$ cat config.mk
export PLATFORM = sky130hd
export DESIGN_NAME = sdram_boot_seq
export DESIGN_NICKNAME = d
export VERILOG_FILES = /design/src/rtl/sdram_boot_pkg.sv /design/src/rtl/sdram_boot_timer.sv /design/src/rtl/sdram_boot_modeword.sv /design/src/rtl/sdram_boot_ctrl.sv /design/src/rtl/sdram_boot_seq.sv
export SDC_FILE = /design/constraint.sdc
export NUM_CORES = 1
export LEC_CHECK = 0
export ABC_AREA = 0
export BUFFER_PORTS_ARGS = -buffer_cell sky130_fd_sc_hd__buf_2
export CORE_UTILIZATION = 49
export CTS_BUF_LIST = sky130_fd_sc_hd__clkbuf_16
export DETAILED_ROUTE_END_ITERATION = 10
export GPL_TIMING_DRIVEN = 0
export PLACE_DENSITY = 0.71
export RECOVER_POWER = 50
export REMOVE_ABC_BUFFERS = 1
export SYNTH_ARGS = -nofsm -noshare
export SYNTH_HDL_FRONTEND = slang
export SYNTH_HIERARCHICAL = 1
export SYNTH_SLANG_ARGS = --single-unit
$ cat constraint.sdc
create_clock -name clk -period 5.8 [get_ports clk]
set_clock_uncertainty 0.15 [all_clocks]
set_input_delay 0.29 -clock clk [delete_from_list [all_inputs] [get_ports clk]]
set_output_delay 0.29 -clock clk [all_outputs]
set_load 0.02 [all_outputs]
$ cat src/rtl/sdram_boot_pkg.sv
`timescale 1ns/1ps
package sdram_boot_pkg;

   localparam int BANK_W = 2;

   typedef struct packed {
      logic cs_n;
      logic ras_n;
      logic cas_n;
      logic we_n;
   } sdram_cmd_t;

   localparam sdram_cmd_t CMD_NOP  = sdram_cmd_t'(4'b0111);
   localparam sdram_cmd_t CMD_PALL = sdram_cmd_t'(4'b0010);
   localparam sdram_cmd_t CMD_AREF = sdram_cmd_t'(4'b0001);
   localparam sdram_cmd_t CMD_LDMR = sdram_cmd_t'(4'b0000);

   localparam logic [BANK_W-1:0] BANK_STD_REG = 2'b00;
   localparam logic [BANK_W-1:0] BANK_EXT_REG = 2'b10;

   typedef enum logic [2:0] {
      PH_POWERUP  = 3'd0,
      PH_PRECHG   = 3'd1,
      PH_REFR_A   = 3'd2,
      PH_REFR_B   = 3'd3,
      PH_LOAD_STD = 3'd4,
      PH_LOAD_EXT = 3'd5,
      PH_READY    = 3'd6
   } boot_phase_t;

   // log2 of an exact power of two, as a small code
   function automatic int pow2_code(input int value);
      int c;
      c = 0;
      for (int i = 1; i < 16; i++) begin
         if ((1 << i) <= value) c = i;
      end
      return c;
   endfunction

   function automatic int max_of4(input int a, input int b, input int c, input int d);
      int m;
      m = a;
      if (b > m) m = b;
      if (c > m) m = c;
      if (d > m) m = d;
      return m;
   endfunction

endpackage

$ cat src/rtl/sdram_boot_timer.sv
`timescale 1ns/1ps
module sdram_boot_timer #(
   parameter int CNT_W     = 8,
   parameter int RESET_VAL = 0
) (
   input  logic             clk,
   input  logic             rst_n,
   input  logic             load,
   input  logic [CNT_W-1:0] load_val,
   output logic             expired
);

   logic [CNT_W-1:0] cnt_q;

   always_ff @(posedge clk or negedge rst_n) begin
      if (!rst_n) begin
         cnt_q <= CNT_W'(RESET_VAL);
      end else if (load) begin
         cnt_q <= load_val;
      end else if (cnt_q != '0) begin
         cnt_q <= cnt_q - 1'b1;
      end
   end

   assign expired = (cnt_q == '0);

   // once a wait has run out it stays out until a new value is loaded
   p_expired_holds_r4: assert property (@(posedge clk) disable iff (!rst_n)
      (expired && !load) |=> expired);

endmodule

$ cat src/rtl/sdram_boot_modeword.sv
`timescale 1ns/1ps
module sdram_boot_modeword #(
   parameter int ADDR_W       = 12,
   parameter int BURST_LEN    = 4,
   parameter bit INTERLEAVE   = 1'b0,
   parameter int CAS_LAT      = 2,
   parameter bit WRITE_SINGLE = 1'b0,
   parameter int PASR_FRAC    = 1,
   parameter int DRIVE_FRAC   = 1
) (
   output logic [ADDR_W-1:0] std_word,
   output logic [ADDR_W-1:0] ext_word
);
   import sdram_boot_pkg::*;

   localparam logic [2:0] CL_CODE    = 3'(CAS_LAT);
   localparam logic [2:0] PASR_CODE  = 3'(pow2_code(PASR_FRAC));
   localparam logic [1:0] DRIVE_CODE = 2'(pow2_code(DRIVE_FRAC));

   logic [2:0] burst_code;

   generate
      if (ADDR_W < 11) begin : g_bad_addr_w
         $error("sdram_boot_modeword: ADDR_W must be at least 11");
      end
      if (CAS_LAT < 1 || CAS_LAT > 3) begin : g_bad_cl
         $error("sdram_boot_modeword: CAS_LAT must be 1, 2 or 3");
      end
      if (!(BURST_LEN inside {0, 1, 2, 4, 8})) begin : g_bad_bl
         $error("sdram_boot_modeword: BURST_LEN must be 0 (full page), 1, 2, 4 or 8");
      end
      if (BURST_LEN == 0 && INTERLEAVE) begin : g_bad_fp
         $error("sdram_boot_modeword: full page needs sequential ordering");
      end
      if (!(PASR_FRAC inside {1, 2, 4})) begin : g_bad_pasr
         $error("sdram_boot_modeword: PASR_FRAC must be 1, 2 or 4");
      end
      if (!(DRIVE_FRAC inside {1, 2, 4, 8})) begin : g_bad_drv
         $error("sdram_boot_modeword: DRIVE_FRAC must be 1, 2, 4 or 8");
      end

      if (BURST_LEN == 0) begin : g_full_page
         assign burst_code = 3'b111;
      end else begin : g_fixed_burst
         assign burst_code = 3'(pow2_code(BURST_LEN));
      end
   endgenerate

   always_comb begin
      std_word      = '0;
      std_word[2:0] = burst_code;
      std_word[3]   = INTERLEAVE;
      std_word[6:4] = CL_CODE;
      std_word[9]   = WRITE_SINGLE;
   end

   always_comb begin
      ext_word      = '0;
      ext_word[2:0] = PASR_CODE;
      ext_word[6:5] = DRIVE_CODE;
   end

endmodule

$ cat src/rtl/sdram_boot_ctrl.sv
`timescale 1ns/1ps
module sdram_boot_ctrl #(
   parameter int ADDR_W    = 12,
   parameter int PWRUP_CYC = 10000,
   parameter int TRP_CYC   = 2,
   parameter int TRFC_CYC  = 8,
   parameter int TMRD_CYC  = 2
) (
   input  logic                               clk,
   input  logic                               rst_n,
   input  logic [ADDR_W-1:0]                  std_word,
   input  logic [ADDR_W-1:0]                  ext_word,
   output sdram_boot_pkg::sdram_cmd_t         nxt_cmd,
   output logic [sdram_boot_pkg::BANK_W-1:0]  nxt_ba,
   output logic [ADDR_W-1:0]                  nxt_addr,
   output logic                               nxt_done
);
   import sdram_boot_pkg::*;

   localparam int MAX_WAIT = max_of4(PWRUP_CYC, TRP_CYC, TRFC_CYC, TMRD_CYC);
   localparam int CNT_W    = $clog2(MAX_WAIT + 1);

   localparam logic [CNT_W-1:0] LD_TRP  = CNT_W'(TRP_CYC - 1);
   localparam logic [CNT_W-1:0] LD_TRFC = CNT_W'(TRFC_CYC - 1);
   localparam logic [CNT_W-1:0] LD_TMRD = CNT_W'(TMRD_CYC - 1);

   generate
      if (PWRUP_CYC < 1) begin : g_bad_pwr
         $error("sdram_boot_ctrl: PWRUP_CYC must be at least 1");
      end
      if (TRP_CYC < 1) begin : g_bad_trp
         $error("sdram_boot_ctrl: TRP_CYC must be at least 1");
      end
      if (TRFC_CYC < 2) begin : g_bad_trfc
         $error("sdram_boot_ctrl: TRFC_CYC must be at least 2");
      end
      if (TMRD_CYC < 2) begin : g_bad_tmrd
         $error("sdram_boot_ctrl: TMRD_CYC must be at least 2");
      end
   endgenerate

   boot_phase_t      phase_q;
   logic             advance;
   logic [CNT_W-1:0] wait_val;
   logic             wait_over;

   sdram_boot_timer #(
      .CNT_W     (CNT_W),
      .RESET_VAL (PWRUP_CYC - 1)
   ) u_timer (
      .clk      (clk),
      .rst_n    (rst_n),
      .load     (advance),
      .load_val (wait_val),
      .expired  (wait_over)
   );

   always_comb begin
      nxt_cmd  = CMD_NOP;
      nxt_ba   = '0;
      nxt_addr = '0;
      nxt_done = 1'b0;
      advance  = 1'b0;
      wait_val = '0;
      if (wait_over) begin
         unique case (phase_q)
            PH_POWERUP: begin
               advance = 1'b1;
            end
            PH_PRECHG: begin
               nxt_cmd      = CMD_PALL;
               nxt_addr[10] = 1'b1;
               advance      = 1'b1;
               wait_val     = LD_TRP;
            end
            PH_REFR_A, PH_REFR_B: begin
               nxt_cmd  = CMD_AREF;
               advance  = 1'b1;
               wait_val = LD_TRFC;
            end
            PH_LOAD_STD: begin
               nxt_cmd  = CMD_LDMR;
               nxt_ba   = BANK_STD_REG;
               nxt_addr = std_word;
               advance  = 1'b1;
               wait_val = LD_TMRD;
            end
            PH_LOAD_EXT: begin
               nxt_cmd  = CMD_LDMR;
               nxt_ba   = BANK_EXT_REG;
               nxt_addr = ext_word;
               advance  = 1'b1;
               wait_val = LD_TMRD;
            end
            default: begin
               nxt_done = 1'b1;
            end
         endcase
      end
   end

   always_ff @(posedge clk or negedge rst_n) begin
      if (!rst_n) begin
         phase_q <= PH_POWERUP;
      end else if (advance) begin
         phase_q <= boot_phase_t'(phase_q + 3'd1);
      end
   end

   // phases are visited strictly in order, one step at a time
   p_phase_order_r8: assert property (@(posedge clk) disable iff (!rst_n)
      (phase_q != $past(phase_q)) |-> (phase_q == boot_phase_t'($past(phase_q) + 3'd1)));

   // the final phase is never left
   p_ready_final_r7: assert property (@(posedge clk) disable iff (!rst_n)
      (phase_q == PH_READY) |=> (phase_q == PH_READY));

endmodule

$ cat src/rtl/sdram_boot_seq.sv
`timescale 1ns/1ps
module sdram_boot_seq #(
   parameter int ADDR_W       = 12,
   parameter int PWRUP_CYC    = 10000,
   parameter int TRP_CYC      = 2,
   parameter int TRFC_CYC     = 8,
   parameter int TMRD_CYC     = 2,
   parameter int BURST_LEN    = 4,
   parameter bit INTERLEAVE   = 1'b0,
   parameter int CAS_LAT      = 2,
   parameter bit WRITE_SINGLE = 1'b0,
   parameter int PASR_FRAC    = 1,
   parameter int DRIVE_FRAC   = 1
) (
   input  logic              clk,
   input  logic              rst_n,
   output logic              cke,
   output logic              cs_n,
   output logic              ras_n,
   output logic              cas_n,
   output logic              we_n,
   output logic [1:0]        ba,
   output logic [ADDR_W-1:0] addr,
   output logic              init_done
);
   import sdram_boot_pkg::*;

   logic [ADDR_W-1:0] std_word;
   logic [ADDR_W-1:0] ext_word;
   sdram_cmd_t        nxt_cmd;
   logic [BANK_W-1:0] nxt_ba;
   logic [ADDR_W-1:0] nxt_addr;
   logic              nxt_done;

   sdram_cmd_t        cmd_q;
   logic [BANK_W-1:0] ba_q;
   logic [ADDR_W-1:0] addr_q;
   logic              done_q;
   logic              cke_q;

   sdram_boot_modeword #(
      .ADDR_W       (ADDR_W),
      .BURST_LEN    (BURST_LEN),
      .INTERLEAVE   (INTERLEAVE),
      .CAS_LAT      (CAS_LAT),
      .WRITE_SINGLE (WRITE_SINGLE),
      .PASR_FRAC    (PASR_FRAC),
      .DRIVE_FRAC   (DRIVE_FRAC)
   ) u_words (
      .std_word (std_word),
      .ext_word (ext_word)
   );

   sdram_boot_ctrl #(
      .ADDR_W    (ADDR_W),
      .PWRUP_CYC (PWRUP_CYC),
      .TRP_CYC   (TRP_CYC),
      .TRFC_CYC  (TRFC_CYC),
      .TMRD_CYC  (TMRD_CYC)
   ) u_ctrl (
      .clk      (clk),
      .rst_n    (rst_n),
      .std_word (std_word),
      .ext_word (ext_word),
      .nxt_cmd  (nxt_cmd),
      .nxt_ba   (nxt_ba),
      .nxt_addr (nxt_addr),
      .nxt_done (nxt_done)
   );

   // registered pad stage: every pin changes on the same edge
   always_ff @(posedge clk or negedge rst_n) begin
      if (!rst_n) begin
         cmd_q  <= CMD_NOP;
         ba_q   <= '0;
         addr_q <= '0;
         done_q <= 1'b0;
         cke_q  <= 1'b1;
      end else begin
         cmd_q  <= nxt_cmd;
         ba_q   <= nxt_ba;
         addr_q <= nxt_addr;
         done_q <= nxt_done;
         cke_q  <= 1'b1;
      end
   end

   assign cke       = cke_q;
   assign cs_n      = cmd_q.cs_n;
   assign ras_n     = cmd_q.ras_n;
   assign cas_n     = cmd_q.cas_n;
   assign we_n      = cmd_q.we_n;
   assign ba        = ba_q;
   assign addr      = addr_q;
   assign init_done = done_q;

   // precharge-all carries address bit 10
   p_pall_a10_r3: assert property (@(posedge clk) disable iff (!rst_n)
      (cmd_q == CMD_PALL) |-> addr_q[10]);

   // a refresh is always followed by at least one idle cycle
   p_refresh_gap_r4: assert property (@(posedge clk) disable iff (!rst_n)
      (cmd_q == CMD_AREF) |=> (cmd_q == CMD_NOP));

   // register loads only address the standard or extended register
   p_load_bank_r5: assert property (@(posedge clk) disable iff (!rst_n)
      (cmd_q == CMD_LDMR) |-> (ba_q == BANK_STD_REG || ba_q == BANK_EXT_REG));

   // a register load is followed by an idle cycle
   p_mrd_gap_r6: assert property (@(posedge clk) disable iff (!rst_n)
      (cmd_q == CMD_LDMR) |=> (cmd_q == CMD_NOP));

   // ready is sticky and the bus is quiet once ready
   p_done_sticky_r7: assert property (@(posedge clk) disable iff (!rst_n)
      init_done |=> init_done);
   p_quiet_when_done_r7: assert property (@(posedge clk) disable iff (!rst_n)
      init_done |-> (cmd_q == CMD_NOP));

endmodule

==> out/results.ini, run 1 <==
[pwr]
vdd.ir_drop.worst_v=0.000150
p_leak_nw=0.965
power.density_nw_per_um2=235

[critical_path]
cp_max_fo=28
worstPathArrival_ns=2.74
cpLargestDelayFamily=simple AND/OR/NAND/NOR gates
crit_slowest_cell=and4_1
cp_cell_sequence=inv_1, ha_1, nor3b_4, and4_1, and2b_4, nor2_2, a22o_1
r2r_start=u_ctrl/u_timer/cnt_q[0]
slowest_delay_ns=0.65
reg2regPathDepth=7
start_kind=register
path_class=reg2reg
crit_buf_inv=1
cp_data_required_time_ns=5.81
r2r_end=u_ctrl/u_timer/cnt_q[6]
end_kind=register
regToRegSetupSlack_ns=3.07

[timing]
clock.fmax_ghz=0.366
max_slew_margin=-0.239
hold_viol=0
finalCritPeriodShare=0.472
setup_viol_count_final=0
finalSetupTns_ns=0
fin_crit_ns=2.73
tightest_slew_ns=1.86
drv_slew=37
rsz0062_at_grt=no

[synth]
ys_seq_elements=36
synthTopCellsByArea=dfrtp_1 (31%), dfstp_2 (14%), buf_4 (11%), xnor2_1 (5.2%), ha_1 (5.0%)
yosysTopAreaCell=dfrtp_1
synthArstFlopShare=1.00
yosysSeqAreaShare=0.454
syn_inst=187
syn_avg_cell_area_um2=10.8
yosys-top-cells-count=buf_4 (29), dfrtp_1 (25), xnor2_1 (12)
ys.warnings.count=6
synth_area_um2=2010
yosysUniqueCellTypes=44
synth-edff-count=0
yosys_most_used_dff=dfrtp_1
yosysMostFrequentCell=buf_4
synth_top_cell_area_share=0.311

[global_routing]
grt_pass1_wl_um=5160
grt_max_degree=37
gr-total-overflow=0
grt_pass1_vias=1171
antenna_found_initial=0
grt.total_usage=0.159

[placed_design]
numPortBuffers=20
place.gp.congestion=0.773
dp_hpwl_um=1950
place_area_um2=2050

[route]
drc=0
wl_um=2940
via_per_inst=4.66
ant_nets=0
firstDrtPassIters=4
drt_first_iter_violations=52
vias=1225
avgRoutedWirePerCell_um=11.2

[run_status]
status=finished, violations left
violations=capacitance limit, slew limit

[floorplanning]
start_util=0.530
die_width_um=66.1
ios=22
core_region_area_um2=3800
rows=22
die_area_um2=4370
die_h_um=66.1

[clock_tree]
hold_buffers=1
cts_tree=done
clock_latency_ns=0.27
cts-resized-gates=0
cts_buffers=5
cts_buffer_depth=2
root_buffer=clkbuf_16
h-tree-depth=2
clk_pin_slew_ns=0.05
post_cts_buffers=0
cts.sinks=36

[finish]
drive_gt1_frac=0.163
final_net_count=225
fin_area_um2=2170
syn2layout_area_growth_pct=7.64
num_antenna_cells=0
seq_area_um2=915
multi_input_area_um2=956
nFillCells=333

[hold_path]
hp-start=u_ctrl/u_timer/cnt_q[1]
whs_endpoint=u_ctrl/u_timer/cnt_q[1]
hp-class=reg2reg
hold_depth=2

[flow_run]
maxCapViolations=1

## sequential cells by signal, indices dropped and copies added (netlist names)
name,count
u_ctrl/u_timer/cnt_q,14
init_done,1
addr,12
ras_n,1
u_ctrl/phase_q,3
cs_n,1
ba,2
cas_n,1
we_n,1
## stage by stage
stage | std cells | power (mW) | utilization | setup slack (ns) | hold slack, ns
4_1_cts | 263 | 0.518 | 0.577 | 3.01 | 0.420
5_1_grt | 263 | 0.530 | 0.571 | 2.81 | 0.453
2_1_floorplan | 187 | 0.264 | - | 3.41 | -0.156
3_5_place_dp | 255 | 0.270 | 0.540 | 3.02 | 0.267
3_3_place_gp | 255 | 0.270 | 0.540 | 3.04 | 0.267
6_report | 263 | 0.511 | 0.571 | 3.07 | 0.420
## worst reg2reg max path: stages (launching register included)
cell     delay, ns
dfstp_2       0.37
inv_1         0.09
ha_1          0.19
nor3b_4       0.31
and4_1        0.65
and2b_4       0.48
nor2_2        0.15
a22o_1        0.23
## power breakdown
group / total, mW / leakage [nW] / switching (mW) / internal (mW)
clock network: 0.244 / 0.0709 / 0.0903 / 0.154
registers: 0.253 / 0.439 / 0.000133 / 0.253
logic: 0.0137 / 0.455 / 0.0106 / 0.00304
total: 0.511 / 0.965 / 0.101 / 0.410
## cells in the final DEF, fill, tap and decap left out, types with 5 or more instances in the layout
cell type,n
clkbuf_16,5
ha_1,8
dfstp_2,11
clkbuf_1,20
xnor2_1,12
a22o_1,7
inv_1,6
nor2_1,11
nor2_2,5
conb_1,38
dfrtp_1,25
a22oi_1,11
nand2_1,9
## kinds of logic after synthesis
logic type,after synthesis,synth area share
buf+inv,39,0.135
compound gates,33,0.127
flops,36,0.454
simple gates,55,0.175
xor+xnor,12,0.0522
other cells,4,0.00745
fa+ha+maj,8,0.0497
## cell type report
class,count,share of cell area
tap,48,0.0277
timing repair buffer,21,0.0392
inverter,5,0.00866
clock buffer,5,0.0577
sequential,36,0.422
clock inverter,2,0.00404
multi-input combinational,146,0.441
## worst max path at each step
stage | startpoint | endpoint | depth (start not counted)
2_1_floorplan | u_ctrl/u_timer/cnt_q[0] | u_ctrl/u_timer/cnt_q[10] | 7
3_3_place_gp | u_ctrl/u_timer/cnt_q[0] | u_ctrl/u_timer/cnt_q[7] | 7
3_5_place_dp | u_ctrl/u_timer/cnt_q[0] | u_ctrl/u_timer/cnt_q[6] | 7
4_1_cts | u_ctrl/u_timer/cnt_q[0] | u_ctrl/u_timer/cnt_q[6] | 7
5_1_grt | u_ctrl/u_timer/cnt_q[0] | u_ctrl/u_timer/cnt_q[6] | 7
6_report | u_ctrl/u_timer/cnt_q[0] | u_ctrl/u_timer/cnt_q[6] | 7
## metal layers
layer / vias up / GRT usage / wire (um)
li1: 634 / - / -
met1: 564 / 0.212 / 1460
met2: 20 / 0.244 / 1330
met3: 7 / 0.0362 / 89
met4: 0 / 0.0718 / 57
met5: - / 0 / 0
No activity file was read; power rests on OpenSTA's default activity.
==> run 2: changes to the inputs <==
==> constraint.sdc (replaced) <==
create_clock -name clk -period 2.6 [get_ports clk]
set_clock_uncertainty 0.15 [all_clocks]
set_input_delay 0.13 -clock clk [delete_from_list [all_inputs] [get_ports clk]]
set_output_delay 0.13 -clock clk [all_outputs]
set_load 0.02 [all_outputs]
==> run 2 against run 1 <==
Compared with the run above: the run now ends clean; register-to-register slack got worse by 2.8 ns; global-route usage unchanged; power rose by 120%; clock power up 120%.
==> out/results.ini, run 2 (synthesized netlist as in run 1, its figures left out) <==
[run_status]
status=finished clean

[route]
avgRoutedWirePerCell_um=11.5
ant_nets=0
wl_um=3050
drc=0
firstDrtPassIters=4
vias=1222
drt_first_iter_violations=54
via_per_inst=4.63

[timing]
setup_viol_count_final=0
rsz0062_at_grt=no
clock.fmax_ghz=0.434
drv_slew=0
finalCritPeriodShare=0.885
hold_viol=0
fin_crit_ns=2.30
max_slew_margin=0.488
tightest_slew_ns=0.768

[finish]
largest_register_ffs=14
final_core_util=0.574
mostFrequentLayoutCell=conb_1
num_antenna_cells=0
final_net_count=226
drive_gt1_frac=0.171
most-common-layout-cells=conb_1 (38), dfrtp_1 (25), clkbuf_1 (19)
final_cells=264
syn2layout_area_growth_pct=8.20
top_register=u_ctrl/u_timer/cnt_q

[clock_tree]
root_buffer=clkbuf_16
cts_buffer_depth=2
clock_latency_ns=0.27
cts_buffers=5
cts.sinks=36
cts_tree=done
clk_pin_slew_ns=0.05
h-tree-depth=2

[pwr]
vdd.ir_drop.worst_v=0.000334
p_leak_nw=0.975
p_total_mw=1.14
power.density_nw_per_um2=523

[critical_path]
crit_start=u_ctrl/u_timer/cnt_q[0]
start_kind=register
crit_end=u_ctrl/u_timer/cnt_q[10]
worstPathArrival_ns=2.35
cp_data_required_time_ns=2.65
r2r_start=u_ctrl/u_timer/cnt_q[0]
path_class=reg2reg
cp_max_fo=18
r2r_end=u_ctrl/u_timer/cnt_q[10]
end_kind=register
reg2regPathDepth=7
regToRegSetupSlack_ns=0.30

[floorplanning]
ios=22
start_util=0.530
die_h_um=66.1
core_region_area_um2=3800
die_width_um=66.1
rows=22
die_area_um2=4370

[global_routing]
grt_pass1_wl_um=5160
grt.total_usage=0.159
gr-total-overflow=0
grt_pass1_vias=1171
antenna_found_initial=0
grt_max_degree=37

[placed_design]
numPortBuffers=20
place_inst=255
dp_hpwl_um=1950
place.gp.congestion=0.773

[flow_run]
maxCapViolations=0

[hold_path]
hp-class=in2async

[run 2: cell types whose count changed in the layout (fill, tap and decap cells not counted)]
cell and delta:
and2b_1 +1, and4_4 +1, buf_2 +1, and4_1 -1
clkbuf_1 -1
[run 2: area by class of cell]
| class | count | area (um2) |
|---|---|---|
| Tap cell | 48 | 60.1 |
| Sequential cell | 36 | 915 |
| Inverter | 5 | 18.8 |
| Clock inverter | 2 | 8.76 |
| Multi-Input combinational cell | 147 | 966 |
| Timing Repair Buffer | 21 | 86.3 |
| Clock buffer | 5 | 125 |
| Fill cell | 333 | 1620 |
[run 2: report_power, final]
group / leakage, nW / switching (mW) / internal (mW)
logic: 0.465 / 0.0236 / 0.00699
registers: 0.439 / 0.000298 / 0.564
clock network: 0.0709 / 0.202 / 0.343
[run 2: critical path, stage by stage (launching register included)]
cell	delay [ns]
dfstp_2	0.37
inv_1	0.09
ha_1	0.19
nor3b_4	0.31
and4_4	0.43
and2b_4	0.30
nor2b_1	0.07
a221o_1	0.31
[run 2: worst min-delay path by stage]
stage                    to  slack, ns  cells past startpoint
finish              addr[2]       0.32                      2
detailed placement    ba[0]       0.11                      1
CTS                   ba[0]       0.36                      2
global route          ba[0]       0.42                      2
floorplan           addr[0]      -0.32                      0
global placement      ba[0]       0.11                      1
[run 2: per-stage QoR]
step	cell area [um2]	setup WS, ns	TNS, ns	hold WS [ns]
final	2180	0.298	0	0.324
after global routing	2180	0.0823	0	0.424
after CTS	2190	0.0182	0	0.361
after detailed placement	2050	-0.184	-1.32	0.107
after global placement	2050	-0.159	-1.26	0.107
after floorplan	1890	0.209	0	-0.316
[run 2: repair_timing]
| item | 4_1_cts | 5_1_grt |
|---|---|---|
| endpoints found under the hold margin | 25 | 0 |
| buffers inserted | 0 | 0 |
| gates cloned | 0 | 1 |
| setup endpoints to repair | 11 | 11 |
| hold buffers | 1 | 0 |
| resized for setup | 1 | 1 |
[run 2: per-layer routing]
layer / vias to the layer above / part of all wire / track usage
met3: 7 / 0.029 / 0.0362
li1: 637 / - / -
met2: 18 / 0.46 / 0.244
met1: 560 / 0.49 / 0.212
met5: - / 0 / 0
met4: 0 / 0.019 / 0.0718
